File: src/rtl/ifd_pkg.sv
package ifd_pkg;

  // Sampling window state: waiting for a reference edge, or taking the second sample
  typedef enum logic [0:0] {
    WIN_IDLE   = 1'b0,
    WIN_SECOND = 1'b1
  } win_state_e;

  // Bit order of the synchronized strobe bundle
  localparam int SB_FETCH = 3;
  localparam int SB_AS    = 2;
  localparam int SB_DS    = 1;
  localparam int SB_SHOW  = 0;
  localparam int SB_WIDTH = 4;

endpackage

File: src/rtl/ifd_sync.sv
module ifd_sync #(
  parameter int                 WIDTH   = 1,
  parameter int                 STAGES  = 2,
  parameter logic [WIDTH-1:0]   RST_VAL = '0
) (
  input  logic             clk,
  input  logic             rst_n,
  input  logic [WIDTH-1:0] d,
  output logic [WIDTH-1:0] q
);

  logic [STAGES-1:0][WIDTH-1:0] stage_q;
  logic [STAGES-1:0][WIDTH-1:0] stage_d;

  always_comb begin
    stage_d[0] = d;
    for (int i = 1; i < STAGES; i++) begin
      stage_d[i] = stage_q[i-1];
    end
  end

  always_ff @(posedge clk or negedge rst_n) begin
    if (!rst_n) begin
      stage_q <= {STAGES{RST_VAL}};
    end else begin
      stage_q <= stage_d;
    end
  end

  assign q = stage_q[STAGES-1];

endmodule

File: src/rtl/ifd_window.sv
module ifd_window
  import ifd_pkg::*;
(
  input  logic clk,
  input  logic rst_n,
  input  logic fetch_n_s,
  input  logic as_n_s,
  input  logic ds_n_s,
  input  logic show_s,
  output logic fetch_pulse,
  output logic flush_pulse
);

  win_state_e state_q, state_d;
  logic       ref_n;
  logic       ref_prev_q;
  logic       ref_fall;
  logic       first_low_q, first_low_d, first_en;
  logic       fetch_q, fetch_d;
  logic       flush_q, flush_d;
  logic       second_low;

  // Reference strobe: data strobe during show cycles, address strobe otherwise
  assign ref_n    = show_s ? ds_n_s : as_n_s;
  assign ref_fall = ref_prev_q & ~ref_n;
  assign second_low = ~fetch_n_s;

  always_comb begin
    state_d     = state_q;
    first_en    = 1'b0;
    first_low_d = first_low_q;
    fetch_d     = 1'b0;
    flush_d     = 1'b0;
    unique case (state_q)
      WIN_IDLE: begin
        if (ref_fall) begin
          first_en    = 1'b1;
          first_low_d = ~fetch_n_s;
          state_d     = WIN_SECOND;
        end
      end
      WIN_SECOND: begin
        fetch_d = first_low_q | second_low;
        flush_d = first_low_q & second_low;
        state_d = WIN_IDLE;
      end
      default: state_d = WIN_IDLE;
    endcase
  end

  always_ff @(posedge clk or negedge rst_n) begin
    if (!rst_n) begin
      state_q     <= WIN_IDLE;
      ref_prev_q  <= 1'b1;
      first_low_q <= 1'b0;
      fetch_q     <= 1'b0;
      flush_q     <= 1'b0;
    end else begin
      state_q    <= state_d;
      ref_prev_q <= ref_n;
      if (first_en) begin
        first_low_q <= first_low_d;
      end
      fetch_q <= fetch_d;
      flush_q <= flush_d;
    end
  end

  assign fetch_pulse = fetch_q;
  assign flush_pulse = flush_q;

  p_flush_with_fetch_r6: assert property (@(posedge clk) disable iff (!rst_n)
    flush_pulse |-> fetch_pulse);

  p_pulse_single_clock_r9: assert property (@(posedge clk) disable iff (!rst_n)
    fetch_pulse |=> !fetch_pulse);

  p_pulse_follows_window_r4: assert property (@(posedge clk) disable iff (!rst_n)
    fetch_pulse |-> $past(state_q == WIN_SECOND));

  p_ref_low_before_pulse_r2: assert property (@(posedge clk) disable iff (!rst_n)
    fetch_pulse |-> ($past(ref_n, 2) == 1'b0));

endmodule

File: src/rtl/ifd_occupancy.sv
module ifd_occupancy #(
  parameter int DEPTH = 3,
  localparam int OCC_W = $clog2(DEPTH + 1)
) (
  input  logic             clk,
  input  logic             rst_n,
  input  logic             fetch_pulse,
  input  logic             flush_pulse,
  output logic [OCC_W-1:0] occ
);

  logic [OCC_W-1:0] occ_q, occ_d;
  logic             occ_en;

  assign occ_en = fetch_pulse | flush_pulse;

  always_comb begin
    if (flush_pulse) begin
      occ_d = OCC_W'(1);
    end else if (occ_q < OCC_W'(DEPTH)) begin
      occ_d = occ_q + OCC_W'(1);
    end else begin
      occ_d = occ_q;
    end
  end

  always_ff @(posedge clk or negedge rst_n) begin
    if (!rst_n) begin
      occ_q <= '0;
    end else if (occ_en) begin
      occ_q <= occ_d;
    end
  end

  assign occ = occ_q;

  p_occ_bounded_r10: assert property (@(posedge clk) disable iff (!rst_n)
    occ_q <= OCC_W'(DEPTH));

  p_flush_refill_r10: assert property (@(posedge clk) disable iff (!rst_n)
    flush_pulse |=> (occ_q == OCC_W'(1)));

  p_fetch_grows_r10: assert property (@(posedge clk) disable iff (!rst_n)
    (fetch_pulse && !flush_pulse && occ_q < OCC_W'(DEPTH)) |=> (occ_q == $past(occ_q) + OCC_W'(1)));

  p_quiet_holds_r10: assert property (@(posedge clk) disable iff (!rst_n)
    !fetch_pulse |=> $stable(occ_q));

endmodule

File: src/rtl/ifetch_trace_decoder.sv
module ifetch_trace_decoder
  import ifd_pkg::*;
#(
  parameter int SYNC_STAGES = 2,
  parameter int QUEUE_DEPTH = 3,
  localparam int OCC_W = $clog2(QUEUE_DEPTH + 1)
) (
  input  logic             clk,
  input  logic             rst_n,
  input  logic             fetch_n,
  input  logic             as_n,
  input  logic             ds_n,
  input  logic             show_cycle,
  output logic             fetch_pulse,
  output logic             flush_pulse,
  output logic [OCC_W-1:0] queue_words
);

  logic                rst_sync_n;
  logic [SB_WIDTH-1:0] strobes_raw;
  logic [SB_WIDTH-1:0] strobes_s;

  // Reset: asserted asynchronously, released through a synchronizer
  ifd_sync #(
    .WIDTH  (1),
    .STAGES (SYNC_STAGES),
    .RST_VAL(1'b0)
  ) u_rst_sync (
    .clk  (clk),
    .rst_n(rst_n),
    .d    (1'b1),
    .q    (rst_sync_n)
  );

  always_comb begin
    strobes_raw           = '0;
    strobes_raw[SB_FETCH] = fetch_n;
    strobes_raw[SB_AS]    = as_n;
    strobes_raw[SB_DS]    = ds_n;
    strobes_raw[SB_SHOW]  = show_cycle;
  end

  // Active-low strobes reset high, the show flag resets low
  ifd_sync #(
    .WIDTH  (SB_WIDTH),
    .STAGES (SYNC_STAGES),
    .RST_VAL(4'b1110)
  ) u_in_sync (
    .clk  (clk),
    .rst_n(rst_sync_n),
    .d    (strobes_raw),
    .q    (strobes_s)
  );

  ifd_window u_window (
    .clk        (clk),
    .rst_n      (rst_sync_n),
    .fetch_n_s  (strobes_s[SB_FETCH]),
    .as_n_s     (strobes_s[SB_AS]),
    .ds_n_s     (strobes_s[SB_DS]),
    .show_s     (strobes_s[SB_SHOW]),
    .fetch_pulse(fetch_pulse),
    .flush_pulse(flush_pulse)
  );

  ifd_occupancy #(
    .DEPTH(QUEUE_DEPTH)
  ) u_occ (
    .clk        (clk),
    .rst_n      (rst_sync_n),
    .fetch_pulse(fetch_pulse),
    .flush_pulse(flush_pulse),
    .occ        (queue_words)
  );

  p_reset_quiet_r1: assert property (@(posedge clk)
    !rst_sync_n |=> (!fetch_pulse && !flush_pulse && queue_words == '0));

endmodule

File: config.mk
export PLATFORM = sky130hd
export DESIGN_NAME = ifetch_trace_decoder
export DESIGN_NICKNAME = d
export VERILOG_FILES = /design/src/rtl/ifd_pkg.sv /design/src/rtl/ifd_sync.sv /design/src/rtl/ifd_window.sv /design/src/rtl/ifd_occupancy.sv /design/src/rtl/ifetch_trace_decoder.sv
export SDC_FILE = /design/constraint.sdc
export NUM_CORES = 1
export LEC_CHECK = 0
export BUFFER_PORTS_ARGS = -buffer_cell sky130_fd_sc_hd__buf_2
export CORE_AREA = 5 5 42 44
export CTS_CLUSTER_DIAMETER = 150
export DETAILED_ROUTE_END_ITERATION = 12
export DIE_AREA = 0 0 47 49
export GPL_TIMING_DRIVEN = 1
export HOLD_SLACK_MARGIN = 0.1
export SLEW_MARGIN = 25
export SYNTH_ARGS = -nofsm -noshare
export SYNTH_HDL_FRONTEND = slang
export SYNTH_SLANG_ARGS = --single-unit
File: constraint.sdc
create_clock -name clk -period 1.3 [get_ports clk]
set_input_delay 0.26 -clock clk [delete_from_list [all_inputs] [get_ports clk]]
set_output_delay 0.26 -clock clk [all_outputs]
set_load 0.01 [all_outputs]
# Word level (Yosys, flattened, before mapping)
# Index checks and enable logic that the tools add are counted.
# W data, S select, Z words.
# classes
magnitude_cmp,1
n_addsub,1
bitwise_logic,7
n_reduce_logical,3
mux,8
# ops
op,count
$mux W1,5
$mux W2,2
$not A1 Y1,3
$reduce_and A3 Y1,1
$add A2 B1 Y2 const B,1
$and A1 B1 Y1,2
$lt A2 B2 Y1 const B,1
$or A1 B1 Y1,2
$pmux W1 S2,1
$reduce_and A2 Y1,1
$reduce_bool A2 Y1,1
# word_totals
inputBits,6
ff_bits,17
word_cells,30

# Longest topological paths before layout
# depth
depth_word,6
ltp_mapped,4

# Cells and area by module
# A second synthesis with hierarchy kept.
# hier_totals
hier_cells,32
hier_area_um2,569.3
# modules_own_cells
module,n_inst,seq_area_each_um2,area_each_um2,cells_per_inst
ifd_sync (u_in_sync),1,207.7,207.7,8
ifd_window,1,126.4,188.9,11
ifd_occupancy,1,50.0,118.9,10
ifd_sync (u_rst_sync),1,50.0,50.0,2
ifetch_trace_decoder,1,0.0,3.8,1

# Least setup slack after synthesis
# OpenSTA, ideal clock, no wires.
# synth_timing
path_kind,register -> register
start,"register u_occ.occ_q[0], in the netlist u_occ.occ[0]"
end,"register u_occ.occ_q[0], in the netlist u_occ.occ[0]"
period_less_slack_ns,1.288
path_slack_ns,0.012
arrival_time_ns,1.161
path_stages_with_launch,5
cell_sequence,dfrtp_1 ha_1 nand2b_1 xnor2_1 or2_2
# synth_via
elab_chain_cells,3
# synth_lines
item,line_no,rtl
start: declaration,ifd_occupancy.sv:12,"logic [OCC_W-1:0] occ_q, occ_d;"
start signal: assignment,ifd_occupancy.sv:29,occ_q <= '0;
start signal: assignment,ifd_occupancy.sv:31,occ_q <= occ_d;
$add A2 B1 Y2 or $lt A2 B2 Y1 (tied branches),"ifd_occupancy.sv:21, ifd_occupancy.sv:20",
$mux W2 or $reduce_bool A2 Y1 (tied branches),-,
$mux W2 or $reduce_and A2 Y1 (tied branches),-,
# Several ways; a longest one is shown, not always the timed one. The select of a mux whose other input is x is not followed.
# A chain may end at the register's enable or synchronous reset.

# Worst setup path in the final report
# layout_timing
start,"register u_occ.occ_q[1], in the netlist u_occ.occ[1]"
end,"register u_occ.occ_q[0], in the netlist u_occ.occ[0]"
# layout_via
elab_chain_cells,3
# layout_lines
item,line_no,rtl
$lt A2 B2 Y1,ifd_occupancy.sv:20,end else if (occ_q < OCC_W'(DEPTH)) begin
$reduce_bool A2 Y1 (no line),-,
$reduce_and A2 Y1 (no line),-,
# Every way passes these cells.

==> results.ini <==
[worst_setup_path]
critical-path-top-delay-family=simple AND/OR/NAND/NOR gates
critPathMaxStageDelay_ns=0.41
crit_path_top_delay_cell=sky130_fd_sc_hd__dfrtp_1
worstPathBufferInverterCount=0
worst_ep_arrival_time_ns=1.40
required_time_worst_endpoint_ns=1.47
criticalPathCategory=flop to flop
startpoint_type=flop
path_max_fanout=2
setup.worst_path.end_class=flop
critical_path.cell_chain=ha_2 > nand2b_4 > xnor2_1 > or2_2

[pwr]
power.share.switching_pct=25.2
ir_drop_uv=733
p_switching_mw=0.293
static-leakage-power_nw=0.340
internal-power_mw=0.869
share_clk_of_total_power_pct=22.7
pwr-share-comb_pct=22.1
powerDensity_mw_per_mm2=1620
seq_power_share_pct=55.3
design_power_total_mw=1.16

[placement]
half_perimeter_wire_length_after_placement_um=570
port_buffers=9
routability_congestion_estimate_from_global_placement=0.719
postPlaceCellArea_um2=621
place_inst=56

[detailed_routing]
remaining_drc_errors=0
dr.pass1.iters=1
routedWlPerCell_um=11.4
average_vias_per_placed_instance=4.41
detail_route.iter0.violations=0
vias=291
antenna_violating_nets_post_route=0
totalWireLength_um=750

[cells_and_area]
antenna-diode-count=0
synthToLayoutAreaGrowth_pct=30.6
end_of_flow_core_utilization_pct=51.1
stdcell_area_um2=716
nFillCells=128
final_cells=66
post_route_cells_drive_above_1_share_pct=54.0
fin_nets=58

[logic_synthesis]
synth-simple-area-share_pct=7.76
synth_top_cell_by_area=sky130_fd_sc_hd__dfrtp_1
xor_xnor_share_of_the_synthesized_area_pct=1.60
yosysUniqueCellTypes=14
mappedNetlistNets=37
synth_edf_count=0
synthTopCellsByArea=sky130_fd_sc_hd__dfrtp_1, sky130_fd_sc_hd__dfstp_2, sky130_fd_sc_hd__mux2i_1
synth_flop_cell=sky130_fd_sc_hd__dfrtp_1
synth.ff_latch_count=17
synth.cells.most_frequent=sky130_fd_sc_hd__dfrtp_1, sky130_fd_sc_hd__dfstp_2, sky130_fd_sc_hd__mux2i_1
most_common_cell_in_the_synthesized_netlist=sky130_fd_sc_hd__dfrtp_1
synthesis.area_per_instance_um2=18.3
synthesis.area_um2=548
syn-instance-count=30
synthMuxAreaShare_pct=6.39
synth-compound-area-share_pct=1.37
synth_warnings=0
synth_top_family_by_area=simple AND/OR/NAND/NOR gates
proportion_of_register_bits_with_asynchronous_set_or_reset_after_synthesis_pct=100
synth-seq-area-share_pct=79.2
synth_adder_area_share_pct=2.28
synth_top_area_share_pct=45.7

[floorplanning]
design.core.area_mm2=0.00140
die_w_um=47
initial_utilization_pct=39.1
boundaryPins=10
die_height_um=49
die_area_mm2=0.00230
rows=14

[timing]
rsz_0062_raised_after_global_routing=no
worstMarginPinSlew_ns=0.544
final_max_slew_viol_count=0
slew-limit-headroom_pct=63.7
final_report_setup_violation_count=0
hold_viol_final=0
layout_worst_path_cycle_share_pct=94.4
clock-skew-final_ns=0.00923
max_clock_freq_mhz=815
minimum_period_implied_by_the_final_worst_setup_slack_ns=1.23

[global_routing]
overflow=0
grt_pass1_vias=351
largest_net_degree_at_the_start_of_global_routing=16
grt_pass1_wl_mm=1.30
grt_antenna_before_repair=0
grt_usage_pct=8.24

[flow_run]
maxCapViolations=0

[worst_hold_path]
worstHoldPathType=flop to asynchronous set/reset pin

[clock_tree]
cts_max_path_buffers=2
htree_num_levels=1
numClockSinks=17
clock_insertion_delay_worst_skew_ns=0.28
tritoncts=yes
cts.reportedPaths.clkPinSlew_ns=0.10
cts_made_buffers=3
cts-root-buf=sky130_fd_sc_hd__clkbuf_4

[status]
status=finished clean

sequential cells by signal (all words and copies together) (netlist names):
signal                count
u_in_sync.q               4
u_in_sync.stage_d         4
u_occ.occ                 2
u_rst_sync.q              1
u_rst_sync.stage_d        1
u_window.fetch_pulse      1
u_window.first_low_q      1
u_window.flush_pulse      1
u_window.ref_prev_q       1
u_window.state_q          1
what timing repair did:
item | CTS | global route
pin swaps | 0 | 0
endpoints found under the hold margin | 6 | 0
resized for setup | 1 | 1
setup endpoints to repair | 1 | 1
hold buffers | 5 | 0
buffers inserted | 1 | 0
power by group through the flow:
stage	clock network [mW]	logic, mW	registers (mW)
after floorplan	0	0.0937	0.668
after global placement	0	0.190	0.645
after detailed placement	0	0.213	0.654
after CTS	0.280	0.261	0.642
after global routing	0.297	0.285	0.653
final	0.263	0.256	0.643
path summary, 6_finish.rpt:
path	from	endpoint	slack, ns	depth (start not counted)
worst max-delay path	u_occ.occ[1]	u_occ.occ[0]	0.07	4
worst min-delay path	u_rst_sync.q	u_window.first_low_q	0.23	0
worst max register to register	u_occ.occ[1]	u_occ.occ[0]	0.07	4
worst min register to register	u_rst_sync.q	u_window.first_low_q	0.23	0
max in group asynchronous	u_rst_sync.q	u_window.ref_prev_q	0.69	0
min in group clk	u_in_sync.stage_d[4]	u_in_sync.q[0]	0.36	0
worst register-to-register path, delay by kind of cell, from the launching register on:
kind | cells | cell delay [ns]
xor gates and xnor gates | 1 | 0.12
and+or+nand+nor | 2 | 0.42
adders and majority gates | 1 | 0.18
DFF | 1 | 0.41
layer usage:
metal	share of wire [%]	up-vias	track usage, %
li1	-	136	-
met1	39	146	7.66
met2	57	9	13.8
met3	4.8	0	2.21
met4	0	0	6.91
met5	0	-	0
layout make-up:
cell class,count,area [um^2],area share [%]
Tap cell,16,20.0,2.80
Multi-Input combinational cell,12,120,16.8
Clock buffer,3,22.5,3.15
Inverter,1,3.75,0.524
Clock inverter,1,5.00,0.699
Timing Repair Buffer,16,110,15.4
Sequential cell,17,434,60.7
placed cells by master (no fill, tap or decap):
cell / count
sky130_fd_sc_hd__conb_1: 1
sky130_fd_sc_hd__clkbuf_4: 3
sky130_fd_sc_hd__a21boi_0: 1
sky130_fd_sc_hd__mux2_4: 1
sky130_fd_sc_hd__dlygate4sd3_1: 5
sky130_fd_sc_hd__xnor2_1: 1
sky130_fd_sc_hd__nand2b_4: 1
sky130_fd_sc_hd__dfstp_2: 7
sky130_fd_sc_hd__or2_2: 1
sky130_fd_sc_hd__nor3b_1: 1
sky130_fd_sc_hd__buf_2: 9
sky130_fd_sc_hd__inv_1: 1
sky130_fd_sc_hd__nor2_1: 1
sky130_fd_sc_hd__buf_4: 2
sky130_fd_sc_hd__mux2i_1: 2
sky130_fd_sc_hd__ha_2: 1
sky130_fd_sc_hd__dfrtp_1: 10
sky130_fd_sc_hd__clkinv_2: 1
sky130_fd_sc_hd__nor3b_4: 1
per-stage QoR:
stage                     TNS (ns)  hold WS [ns]  setup WS [ns]
final                            0         0.228         0.0731
after global placement           0        0.0445         0.0738
after global routing             0         0.293        0.00946
after CTS                        0         0.258         0.0436
after detailed placement  -0.00104        0.0460       -0.00104
after floorplan                  0       -0.0356         0.0119
kinds of logic (layout without fill, tap and decap cells):
family,Yosys count,count (layout)
fa+ha+maj,1,1
other cells,1,1
compound gates,1,1
mux,3,3
simple gates,5,5
flops,17,17
xor+xnor,1,1
buf+inv,1,21
(Power assumes the default switching activity.)
